[src/rtl/sc_msg_pkg.sv]
package sc_msg_pkg;

    localparam int AD_W     = 32;
    localparam int HALF_W   = AD_W / 2;
    localparam int CBE_W    = 4;
    localparam int N_EVT    = 2;

    localparam logic [CBE_W-1:0]  CMD_SPECIAL   = 4'b0001;
    localparam logic [HALF_W-1:0] CODE_SHUTDOWN = 16'h0000;
    localparam logic [HALF_W-1:0] CODE_HALT     = 16'h0001;

    localparam int EVT_SHUTDOWN = 0;
    localparam int EVT_HALT     = 1;

    typedef enum logic [1:0] {
        PH_IDLE = 2'd0,
        PH_DATA = 2'd1,
        PH_HOLD = 2'd2
    } phase_e;

    typedef struct packed {
        logic [HALF_W-1:0] data;
        logic [HALF_W-1:0] code;
    } msg_t;

    function automatic logic [N_EVT-1:0] decode_msg(input logic [HALF_W-1:0] code);
        logic [N_EVT-1:0] hit;
        hit               = '0;
        hit[EVT_SHUTDOWN] = (code == CODE_SHUTDOWN);
        hit[EVT_HALT]     = (code == CODE_HALT);
        return hit;
    endfunction

endpackage

[src/rtl/sc_phase_track.sv]
module sc_phase_track
    import sc_msg_pkg::*;
(
    input  logic             clk,
    input  logic             rst,
    input  logic             frame_n,
    input  logic             irdy_n,
    input  logic [CBE_W-1:0] cbe_n,
    output logic             capture
);

    phase_e state_q, state_d;

    always_comb begin
        state_d = state_q;
        capture = 1'b0;
        unique case (state_q)
            PH_IDLE: begin
                if (!frame_n) begin
                    state_d = (cbe_n == CMD_SPECIAL) ? PH_DATA : PH_HOLD;
                end
            end
            PH_DATA: begin
                if (!irdy_n) begin
                    capture = 1'b1;
                    state_d = PH_HOLD;
                end
            end
            PH_HOLD: begin
                if (frame_n && irdy_n) begin
                    state_d = PH_IDLE;
                end
            end
            default: state_d = PH_IDLE;
        endcase
    end

    always_ff @(posedge clk) begin
        if (rst) state_q <= PH_IDLE;
        else     state_q <= state_d;
    end

endmodule

[src/rtl/sc_msg_latch.sv]
module sc_msg_latch
    import sc_msg_pkg::*;
(
    input  logic              clk,
    input  logic              rst,
    input  logic              capture,
    input  logic [AD_W-1:0]   ad,
    input  logic [N_EVT-1:0]  evt_en,
    output msg_t              msg,
    output logic              vld,
    output logic [N_EVT-1:0]  evt
);

    msg_t             msg_q;
    logic             vld_q;
    logic [N_EVT-1:0] evt_q;
    logic [N_EVT-1:0] hit;

    assign hit = decode_msg(ad[HALF_W-1:0]);

    always_ff @(posedge clk) begin
        if (rst) begin
            msg_q <= '0;
            vld_q <= 1'b0;
            evt_q <= '0;
        end else begin
            vld_q <= capture;
            evt_q <= '0;
            if (capture) begin
                msg_q.code <= ad[HALF_W-1:0];
                msg_q.data <= ad[AD_W-1:HALF_W];
                evt_q      <= hit & evt_en;
            end
        end
    end

    assign msg = msg_q;
    assign vld = vld_q;
    assign evt = evt_q;

endmodule

[src/rtl/sc_msg_rx.sv]
module sc_msg_rx
    import sc_msg_pkg::*;
(
    input  logic              clk,
    input  logic              rst,
    input  logic              frame_n,
    input  logic              irdy_n,
    input  logic [CBE_W-1:0]  cbe_n,
    input  logic [AD_W-1:0]   ad,
    input  logic [N_EVT-1:0]  evt_en,
    output logic              msg_vld,
    output logic [HALF_W-1:0] msg_code,
    output logic [HALF_W-1:0] msg_data,
    output logic              shutdown_evt,
    output logic              halt_evt
);

    logic             capture;
    msg_t             msg;
    logic [N_EVT-1:0] evt;

    sc_phase_track u_track (
        .clk     (clk),
        .rst     (rst),
        .frame_n (frame_n),
        .irdy_n  (irdy_n),
        .cbe_n   (cbe_n),
        .capture (capture)
    );

    sc_msg_latch u_latch (
        .clk     (clk),
        .rst     (rst),
        .capture (capture),
        .ad      (ad),
        .evt_en  (evt_en),
        .msg     (msg),
        .vld     (msg_vld),
        .evt     (evt)
    );

    assign msg_code     = msg.code;
    assign msg_data     = msg.data;
    assign shutdown_evt = evt[EVT_SHUTDOWN];
    assign halt_evt     = evt[EVT_HALT];

endmodule

[config.mk]
export PLATFORM = sky130hd
export DESIGN_NAME = sc_msg_rx
export DESIGN_NICKNAME = d
export VERILOG_FILES = /design/src/rtl/sc_msg_pkg.sv /design/src/rtl/sc_phase_track.sv /design/src/rtl/sc_msg_latch.sv /design/src/rtl/sc_msg_rx.sv
export SDC_FILE = /design/constraint.sdc
export NUM_CORES = 1
export LEC_CHECK = 0
export ABC_AREA = 0
export BUFFER_PORTS_ARGS = -buffer_cell sky130_fd_sc_hd__buf_2
export CAP_MARGIN = 5
export CORE_AREA = 2 2 60 62
export CTS_CLUSTER_SIZE = 16
export DETAILED_ROUTE_END_ITERATION = 10
export DIE_AREA = 0 0 62 64
export GPL_TIMING_DRIVEN = 0
export PLACE_DENSITY = 0.76
export SLEW_MARGIN = 15
export SYNTH_ARGS = -nofsm -noshare
export SYNTH_HDL_FRONTEND = slang
export SYNTH_SLANG_ARGS = --single-unit
[constraint.sdc]
create_clock -name clk -period 1.7 [get_ports clk]
set_input_delay 0.085 -clock clk [delete_from_list [all_inputs] [get_ports clk]]
set_output_delay 0.085 -clock clk [all_outputs]
set_load 0.1 [all_outputs]
# Yosys cells after proc, flatten, opt, wreduce, memory -nomap -nowiden
# Index checks and enable logic that the tools add are counted.
[classes]
n_addsub = 0
mul = 0
div = 0
n_lt_le_gt_ge = 0
n_eq_ne = 7
n_shift = 0
n_mux = 7
bitwise = 2
reduce_logical = 5
[op_table]
columns = ["operator", "n"]
rows = [
  ["$eq A16 B1 Y1 const B", 1],
  ["$logic_not A16 Y1", 1],
  ["$mux W2", 4],
  ["$pmux W2 S3", 1],
  ["$eq A4 B1 Y1 const B", 1],
  ["$ne A2 B2 Y1 const B", 2],
  ["$reduce_and A3 Y1", 1],
  ["$and A2 B2 Y2", 1],
  ["$eq A2 B1 Y1 const B", 1],
  ["$eq A2 B2 Y1 const B", 1],
  ["$logic_not A2 Y1", 1],
  ["$mux W1", 2],
  ["$ne A2 B1 Y1 const B", 1],
  ["$reduce_or A2 Y1", 1],
  ["$logic_and A1 B1 Y1", 1],
  ["$not A1 Y1", 1],
]
[totals]
reg_bits = 37
latch_bits = 0
ram_bits = 0
romBits = 0
in_bits = 42
out_inout_bits = 35
word_cells = 26
memories = 0

# Logic depth before layout (Yosys ltp)
# Gate-level depths: netlist of the first run.
[logic_depth]
depth_word = 4
ltp_mapped = 5
depth_no_buf = 3

# Cells and area by module
# Synthesis of the first run repeated with hierarchy kept, for this count alone.
[hier_totals]
hier_cells = 128
area_unflattened_um2 = 1355.0
[by_module_without_submodules]
columns = ["mod", "n_inst", "cells_per_inst", "area_per_inst_um2", "seq_area_each_um2"]
rows = [
  ["sc_msg_latch", 1, 116, 1246.2, 700.7],
  ["sc_phase_track", 1, 12, 108.9, 40.0],
]

# Worst setup path before layout of the first run
# OpenSTA, ideal clock, no wires.
[synth_path]
kind = "register to register"
startpoint = "reg u_track.state_q[0]"
endpoint = "reg u_latch.msg_q, in the netlist u_latch.msg[13]"
setup_time_ns = 0.132
arrival_time_ns = 1.121
required_ns = 1.568
slack_ns = 0.447
stages_incl_launch_ff = 6
n_path_buf = 2
synth_period_minus_slack_ns = 1.253
cell_sequence = "dfxtp_1 > or3b_1 > buf_6 > buf_6 > nand2_1 > a21oi_1"
[synth_via]
elab_chain_len = 2
[synth_lines]
columns = ["element", "line_no", "rtl"]
rows = [
  ["start, declared", "sc_phase_track.sv:12", "phase_e state_q, state_d;"],
  ["start signal, assigned", "sc_phase_track.sv:40", "else state_q <= state_d;"],
  ["$eq A2 B1 Y1", "sc_phase_track.sv:17", "unique case (state_q)"],
  ["$mux W1", "sc_phase_track.sv:17", ""],
  ["end, declared", "sc_msg_latch.sv:14", "msg_t msg_q;"],
]
# Every way passes these cells.
# A chain may end at the register's enable or synchronous reset.

# Final worst setup path of the first run
[layout_path]
startpoint = "reg u_track.state_q[0]"
endpoint = "reg u_latch.msg_q, in the netlist u_latch.msg[18]"
# Same word-level chain as after synthesis.

==> results.yml, run 1 <==
power:
  switching_share: 0.240
  power_frac_comb: 0.115
  clkPwrFrac: 0.293
  p_switching_w: 0.000355
  p_leak_nw: 0.974
  p_per_area_mw_per_mm2: 677
  seq_power_share: 0.592
  internal-power_w: 0.00112
  peakVddDrop_mv: 0.444
floorplanning:
  ios: 77
  rows: 21
  dieHeight_um: 64
  start_util: 0.416
  die_w_um: 62
  die_area_mm2: 0.00397
  core_region_area_mm2: 0.00328
routing:
  vias: 1530
  met1_length_um: 1490
  ant_nets: 0
  drt_pre_antenna_iters: 4
  highest_layer: "met4"
  drt_iter0_markers: 87
  route.met3.wl_um: 235
  drc: 0
  viasPerCell: 4.64
  wire_per_inst_um: 11.5
  routed_wl_um: 3800
  wl_met2_um: 1970
clock_tree:
  cts-resized-gates: 0
  post_cts_buffers: 0
  clockBufferDepth: 2
  cts.sinks: 37
  clk_latency_ns: 0.33
  cts-hold-fix-buffers: 33
  cts_buffers: 5
  tritoncts: "built"
  cts_htree_levels: 2
  clk_pin_slew_ns: 0.11
  clock-root-buffer: "clkbuf_4"
sta:
  finalClockSkew_ns: 0.00407
  tightest_slew_ns: 0.498
  hold_viol_final: 0
  setup_viol: 0
  rsz0062_at_grt: "false"
  finalCriticalPeriod_ns: 1.38
  fmax_mhz: 725
  finalMaxSlewViolations: 0
  relSlewSlack: 0.668
  fin_crit_sh: 0.811
  tns_ns: 0
final_layout:
  nets: 325
  layout_commonest_cell: "buf_2"
  area_growth_pct: 60.0
  post_route_cells_drive_above_1_share: 0.327
  final_cell_area_mm2: 0.00219
  antennaDiodeCount: 0
  layout_common_cells: "buf_2 (79), nand2_1 (66), dfxtp_1 (37), dlygate4sd3_1 (33), a21oi_1 (31)"
  fillers: 289
  fin_util: 0.666
placed_design:
  hpwl_um: 2400
  port_buffers: 76
  placed_cell_area_mm2: 0.00180
  place_congestion: 0.757
logic_synthesis:
  yosys-top-cells-area: "dfxtp_1 (54%), nand2_1 (18%), a21oi_1 (11%)"
  synth_area_leader_cell: "dfxtp_1"
  yosysTopAreaCellShare: 0.542
  syn_area_mm2: 0.00137
  synthCells: 167
  ys_seq_area_frac: 0.542
  synth-seq-cells: 37
  syn_avg_cell_area_um2: 8.18
  yosys_warnings: 0
  synth_cell_types: 19
  syn_nets: 209
critical_path:
  cp_data_arrival_time_ns: 1.65
  start_kind: "flip-flop"
  path_class: "reg -> reg"
  cp-endpoint: "u_latch.msg[18]"
  rrSetupSlack_ns: 0.32
  cp_max_fo: 10
  r2r_cells: 4
  critPathCaptureType: "flip-flop"
  cp.required_ns: 1.97
  cp-startpoint: "u_track.state_q[0]"
  r2r_start: "u_track.state_q[0]"
  r2r-end: "u_latch.msg[18]"
run:
  drv_cap: 0
grt:
  antenna_found_initial: 0
  grt_pass1_vias: 1476
  grt_pass1_wl_um: 6120
  grt_usage: 0.205
  grt_start_max_net_pins: 12
  overflow: 0
outcome:
  status: "completed"
min_path:
  hold_class: "in -> reg"
## worst max-delay path: stages, from the launching register on
cell and delay (ns):
dfxtp_1 0.43, nor3b_2 0.39, buf_2 0.30, nand2_1 0.08
a21oi_1 0.11
## kinds of logic after synthesis
| group | synth area share |
|---|---|
| compound gates | 0.131 |
| simple gates | 0.269 |
| flops | 0.542 |
| buf+inv | 0.0577 |
## flip-flops by register name, summed over array words and instances, names as in the netlist
register	cells
u_latch.msg	32
u_latch.evt	2
u_track.state_q	2
u_latch.vld	1
## layer usage
layer / up-vias / GRT usage
met1: 674 / 0.215
li1: 785 / -
met5: - / 0
met4: 0 / 0.0931
met2: 59 / 0.359
met3: 12 / 0.0587
## worst min-delay path by stage
stage	start	endpoint	slack, ns	cells past startpoint
after floorplan	ad[0]	u_latch.evt[0]	0.16	1
after global placement	ad[0]	u_latch.evt[0]	0.29	2
after detailed placement	ad[0]	u_latch.evt[0]	0.29	2
after CTS	ad[8]	u_latch.msg[8]	0.03	3
after global routing	rst	u_track.state_q[1]	0.05	3
final	ad[8]	u_latch.msg[8]	0.04	3
## synth_stat cells, drive strengths merged
library cell / instances
a21oi: 31
nand4b: 1
clkbuf: 4
nand2: 66
dfxtp: 37
inv: 1
or4b: 1
or3: 1
nor3b: 1
nand3: 1
nor2: 5
buf: 7
o221ai: 1
o31a: 1
nor4: 4
nor3: 4
or3b: 1
## per-stage QoR
stage          std cells  hold slack [ns]  total power, W  worst slack [ns]
2_1_floorplan        167            0.162        0.000941             0.447
3_3_place_gp         289            0.289         0.00100             0.330
3_5_place_dp         289            0.291         0.00100             0.342
4_1_cts              330           0.0270         0.00149             0.311
5_1_grt              330           0.0514         0.00156             0.133
6_report             330           0.0414         0.00148             0.321
## power groups by stage
stage | Combinational [W] | Sequential, W | Clock [W]
after floorplan | 0.0000284 | 0.000913 | 0
after global placement | 0.000108 | 0.000896 | 0
after detailed placement | 0.000109 | 0.000896 | 0
after CTS | 0.000167 | 0.000876 | 0.000449
after global routing | 0.000184 | 0.000877 | 0.000496
final | 0.000171 | 0.000876 | 0.000433
## cell type report
type,count,area (um2),share of cell area
Buffer,11,75.1,0.0343
Clock buffer,6,41.3,0.0189
Clock inverter,2,10.0,0.00458
Inverter,1,3.75,0.00172
Multi-Input combinational cell,118,547,0.250
Sequential cell,37,741,0.339
Tap cell,46,57.6,0.0263
Timing Repair Buffer,109,711,0.325
(Power assumes the default switching activity.)
==> inputs of run 2 (changes only) <==
Settings changed: ABC_AREA 0 to 1, CORE_AREA 2 2 60 62 to 2 2 62 64, DIE_AREA 0 0 62 64 to 0 0 64 66.
Clock period 1.7 ns to 1.3 ns, I/O delays scaled along.
==> results.yml, run 2 <==
outcome:
  status: "completed"
critical_path:
  cp-startpoint: "u_latch.msg[17]"
  slowest_delay_ns: 0.44
  r2r-end: "u_latch.msg[1]"
  rrSetupSlack_ns: 0.23
  crit_cells: 1
  cp.required_ns: 1.24
  path_class: "reg -> out"
  r2r_start: "u_track.state_q[0]"
  crit_chain: "buf_2"
  cp.buffers_inverters: 1
  cp_max_fo: 2
  cp_data_arrival_time_ns: 1.13
  critPathCaptureType: "output pin"
  cp-endpoint: "msg_data[1]"
  start_kind: "flip-flop"
  cp_slowest_cell: "buf_2"
  cp_top_family: "buffers and inverters"
  r2r_cells: 4
floorplanning:
  die_w_um: 64
  core_region_area_mm2: 0.00355
  ios: 77
  dieHeight_um: 66
  die_area_mm2: 0.00422
  rows: 22
  start_util: 0.426
sta:
  fmax_mhz: 837
  finalCriticalPeriod_ns: 1.19
  hold_viol_final: 0
  relSlewSlack: 0.672
  tightest_slew_ns: 0.495
  holdWs_ns: 0.0135
  setup_viol: 0
  fin_crit_sh: 0.919
  finalClockSkew_ns: 0.0105
  finalMaxSlewViolations: 0
  tns_ns: 0
  rsz0062_at_grt: "false"
power:
  power_frac_comb: 0.122
  p_per_area_mw_per_mm2: 996
  clkPwrFrac: 0.368
  p_leak_nw: 1.00
  peakVddDrop_mv: 0.551
  internal-power_w: 0.00172
  seq_power_share: 0.510
  switching_share: 0.233
  p_switching_w: 0.000523
routing:
  vias: 1741
  drc: 0
  drt_iter0_markers: 147
  routed_wl_um: 4180
  ant_nets: 0
  viasPerCell: 4.99
  drt_pre_antenna_iters: 4
  wire_per_inst_um: 12.0
grt:
  grt_start_max_net_pins: 12
  overflow: 0
  grt_pass1_wl_um: 7020
  grt_usage: 0.210
  grt_pass1_vias: 1615
  antenna_found_initial: 0
logic_synthesis:
  synth-seq-cells: 37
  synth_cell_types: 15
  synth_edf_count: 0
  yosys-top-cells-area: "dfxtp_1 (49%), nand4_1 (13%), nand2_1 (12%)"
  synth.most_common_cell: "nand2_1"
  synth_area_leader_cell: "dfxtp_1"
  synthCells: 196
  syn_nets: 238
  syn_avg_cell_area_um2: 7.71
  syn_area_mm2: 0.00151
  ys_seq_area_frac: 0.490
  synth-main-ff-cell: "dfxtp_1"
  synthArstFlopShare: 0
  synthTopCellsByCount: "nand2_1 (47), dfxtp_1 (37), a21oi_1 (34)"
  yosys_warnings: 0
  yosysTopAreaCellShare: 0.490
clock_tree:
  cts-resized-gates: 0
  clock-root-buffer: "clkbuf_4"
  clockBufferDepth: 2
  tritoncts: "built"
  cts_buffers: 5
  cts_htree_levels: 2
  clk_latency_ns: 0.33
  cts.sinks: 37
  clk_pin_slew_ns: 0.11
final_layout:
  layout_commonest_cell: "buf_2"
  antennaDiodeCount: 0
  multi_input_area_um2: 649
  fin_cells: 349
  register_area_um2: 741
  fillers: 303
  layout_common_cells: "buf_2 (85), nand2_1 (47), dfxtp_1 (37), a21oi_1 (34), nand4_1 (32)"
  area_growth_pct: 49.0
  largest_register_ffs: 32
  post_route_cells_drive_above_1_share: 0.332
  nets: 342
  fin_util: 0.634
placed_design:
  place_congestion: 0.755
  dp.cells: 319
  hpwl_um: 2780
  port_buffers: 75
min_path:
  hold_class: "in -> reg"
run:
  drv_cap: 0
==> run 2: changes by cell type after synthesis, sizes merged, moves of 3 or more <==
cell / delta
nor2: +11
nand4: +32
a21oi: +3
inv: +7
nor3: -4
nor4: -4
nand2: -19
buf: +8
nand3: +3
==> run 2: layer usage <==
| layer | wire length (um) | up-vias | GRT usage |
|---|---|---|---|
| li1 | - | 881 | - |
| met1 | 1780 | 790 | 0.254 |
| met2 | 2060 | 65 | 0.368 |
| met3 | 294 | 5 | 0.0528 |
| met4 | 40 | 0 | 0.0571 |
| met5 | 0 | - | 0 |
==> run 2: through the flow <==
| step | total power, W | worst slack [ns] | instance area [um2] |
|---|---|---|---|
| after floorplan | 0.00129 | 0.0669 | 1510 |
| after global placement | 0.00139 | 0.270 | 1950 |
| after detailed placement | 0.00139 | 0.246 | 1950 |
| after CTS | 0.00226 | 0.0978 | 2210 |
| after global routing | 0.00235 | 0.0411 | 2250 |
| final | 0.00224 | 0.106 | 2250 |
==> run 2: power by group through the flow <==
| stage | sequential (W) | combinational, W | clock (W) |
|---|---|---|---|
| floorplan | 0.00120 | 0.0000937 | 0 |
| global placement | 0.00117 | 0.000219 | 0 |
| detailed placement | 0.00117 | 0.000220 | 0 |
| CTS | 0.00114 | 0.000262 | 0.000850 |
| global route | 0.00115 | 0.000301 | 0.000902 |
| finish | 0.00114 | 0.000273 | 0.000825 |
==> run 2: final cells by class <==
cell class | instances | share of cell area
Multi-Input combinational cell | 134 | 0.288
Clock buffer | 7 | 0.0244
Inverter | 8 | 0.0133
Sequential cell | 37 | 0.329
Buffer | 17 | 0.0406
Tap cell | 48 | 0.0267
Clock inverter | 1 | 0.0133
Timing Repair Buffer | 97 | 0.264
==> run 2: worst min path at each step <==
| stage | start | cells past startpoint | slack (ns) | to |
|---|---|---|---|---|
| 6_report | ad[13] | 3 | 0.01 | u_latch.msg[13] |
| 5_1_grt | ad[2] | 3 | 0.001 | u_latch.msg[2] |
| 4_1_cts | ad[27] | 3 | 0.0004 | u_latch.msg[27] |
| 3_5_place_dp | ad[7] | 4 | 0.35 | u_latch.evt[1] |
| 3_3_place_gp | rst | 2 | 0.34 | u_latch.msg[24] |
| 2_1_floorplan | ad[7] | 3 | 0.22 | u_latch.evt[0] |
==> run 2: timing repair <==
item,CTS,global route
endpoints found under the hold margin,20,4
hold buffers,18,4
setup buffers,0,0
==> run 2: cell families (layout without fill, tap and decap cells) <==
logic type	after synthesis	in the layout	share of synthesized area
AO/OA/AOI/OAI	34	34	0.113
buffers and inverters	25	130	0.0803
flip-flops	37	37	0.490
AND/OR/NAND/NOR	100	100	0.317
==> inputs of run 3 (changes only) <==
Settings changed: RECOVER_POWER set to 25.
==> results.yml, run 3 (synthesis gave the netlist of run 2 again) <==
outcome:
  status: "completed"
final_layout:
  post_route_cells_drive_above_1_share: 0.329
  fillers: 303
  final_cell_area_mm2: 0.00224
  area_growth_pct: 48.5
  antennaDiodeCount: 0
  layout_commonest_cell: "buf_2"
  layout_common_cells: "buf_2 (84), nand2_1 (47), dfxtp_1 (37), a21oi_1 (34), nand4_1 (32)"
  nets: 342
  largest_register_ffs: 32
floorplanning:
  die_w_um: 64
  core_region_area_mm2: 0.00355
  die_area_mm2: 0.00422
  start_util: 0.426
  rows: 22
  ios: 77
  dieHeight_um: 66
grt:
  grt_pass1_wl_um: 7020
  grt_pass1_vias: 1615
  grt_usage: 0.210
  overflow: 0
  grt_start_max_net_pins: 12
  antenna_found_initial: 0
placed_design:
  port_buffers: 75
  placed_cell_area_mm2: 0.00195
  hpwl_um: 2780
  place_congestion: 0.755
sta:
  relSlewSlack: 0.673
  tightest_slew_ns: 0.493
  finalClockSkew_ns: 0.0113
  hold_viol_final: 0
  finalCriticalPeriod_ns: 1.19
  rsz0062_at_grt: "false"
  fin_crit_sh: 0.917
  tns_ns: 0
  fmax_mhz: 839
  finalMaxSlewViolations: 0
  setup_viol: 0
critical_path:
  cp.required_ns: 1.24
  start_kind: "flip-flop"
  cp_slowest_cell: "buf_2"
  cp_max_fo: 2
  slowest_delay_ns: 0.43
  path_class: "reg -> out"
  cp_data_arrival_time_ns: 1.13
  cp.buffers_inverters: 1
  critPathCaptureType: "output pin"
  crit_chain: "buf_2"
  crit_cells: 1
  r2r_cells: 5
  cp_top_family: "buffers and inverters"
min_path:
  hold_class: "in -> reg"
  min_path_cells: 3
routing:
  drt_pre_antenna_iters: 4
  routed_wl_um: 4170
  vias: 1737
  wire_per_inst_um: 11.9
  ant_nets: 0
  drt_iter0_markers: 153
  drc: 0
  viasPerCell: 4.98
clock_tree:
  clk_latency_ns: 0.33
  clock-root-buffer: "clkbuf_4"
  cts_buffers: 5
  cts_htree_levels: 2
  clockBufferDepth: 2
  cts.sinks: 37
  tritoncts: "built"
  post_cts_buffers: 0
  clk_pin_slew_ns: 0.11
power:
  p_per_area_mw_per_mm2: 998
  p_leak_nw: 1.00
  peakVddDrop_mv: 0.550
  power_w: 0.00224
run:
  drv_cap: 0
-- run 3: cell count changes in the layout (fill, tap and decap cells not counted), sizes merged --
cell / previous run / this run
buf: 90 / 87
clkbuf: 9 / 12
-- run 3: worst paths after layout --
| check | from | to | slack, ns |
|---|---|---|---|
| hold reg to reg | u_latch.msg[10] | u_latch.msg[10] | 0.46 |
| hold / removal | ad[13] | u_latch.msg[13] | 0.01 |
| setup / recovery | u_latch.msg[17] | msg_data[1] | 0.11 |
| setup reg to reg | u_track.state_q[0] | u_latch.msg[27] | 0.21 |
-- run 3: area by class of cell --
cell class	count	area [um2]	area share
inverters	8	30.0	0.0134
plain buffers	17	86.3	0.0385
well taps	48	60.1	0.0268
clock inverters	1	30.0	0.0134
multi-input cells	134	647	0.288
repair buffers	97	596	0.265
flip-flops and latches	37	741	0.330
clock buffers	7	55.1	0.0245
-- run 3: report_power, final --
| part | switching, W | total, W | internal [W] |
|---|---|---|---|
| combinational | 0.000152 | 0.000273 | 0.000120 |
| sequential | 0.00000413 | 0.00114 | 0.00114 |
| clock | 0.000364 | 0.000824 | 0.000459 |
-- run 3: through the flow --
stage          hold WS (ns)  utilization  instances  setup slack (ns)
2_1_floorplan         0.224            -        196            0.0669
3_3_place_gp          0.343        0.548        319             0.270
3_5_place_dp          0.348        0.548        319             0.246
4_1_cts            0.000427        0.623        345            0.0978
5_1_grt            0.000989        0.632        349            0.0411
6_report             0.0123        0.632        349             0.107
-- run 3: routing by layer --
layer,track usage,up-vias,part of all wire
met4,0.0571,0,0.0096
met1,0.254,790,0.43
met3,0.0528,5,0.068
met2,0.368,62,0.49
li1,-,880,-
met5,0,-,0
-- run 3: what timing repair did --
item / CTS / global route
hold buffers: 18 / 4
hold endpoints to repair: 20 / 4
gates resized for setup: 0 / 0
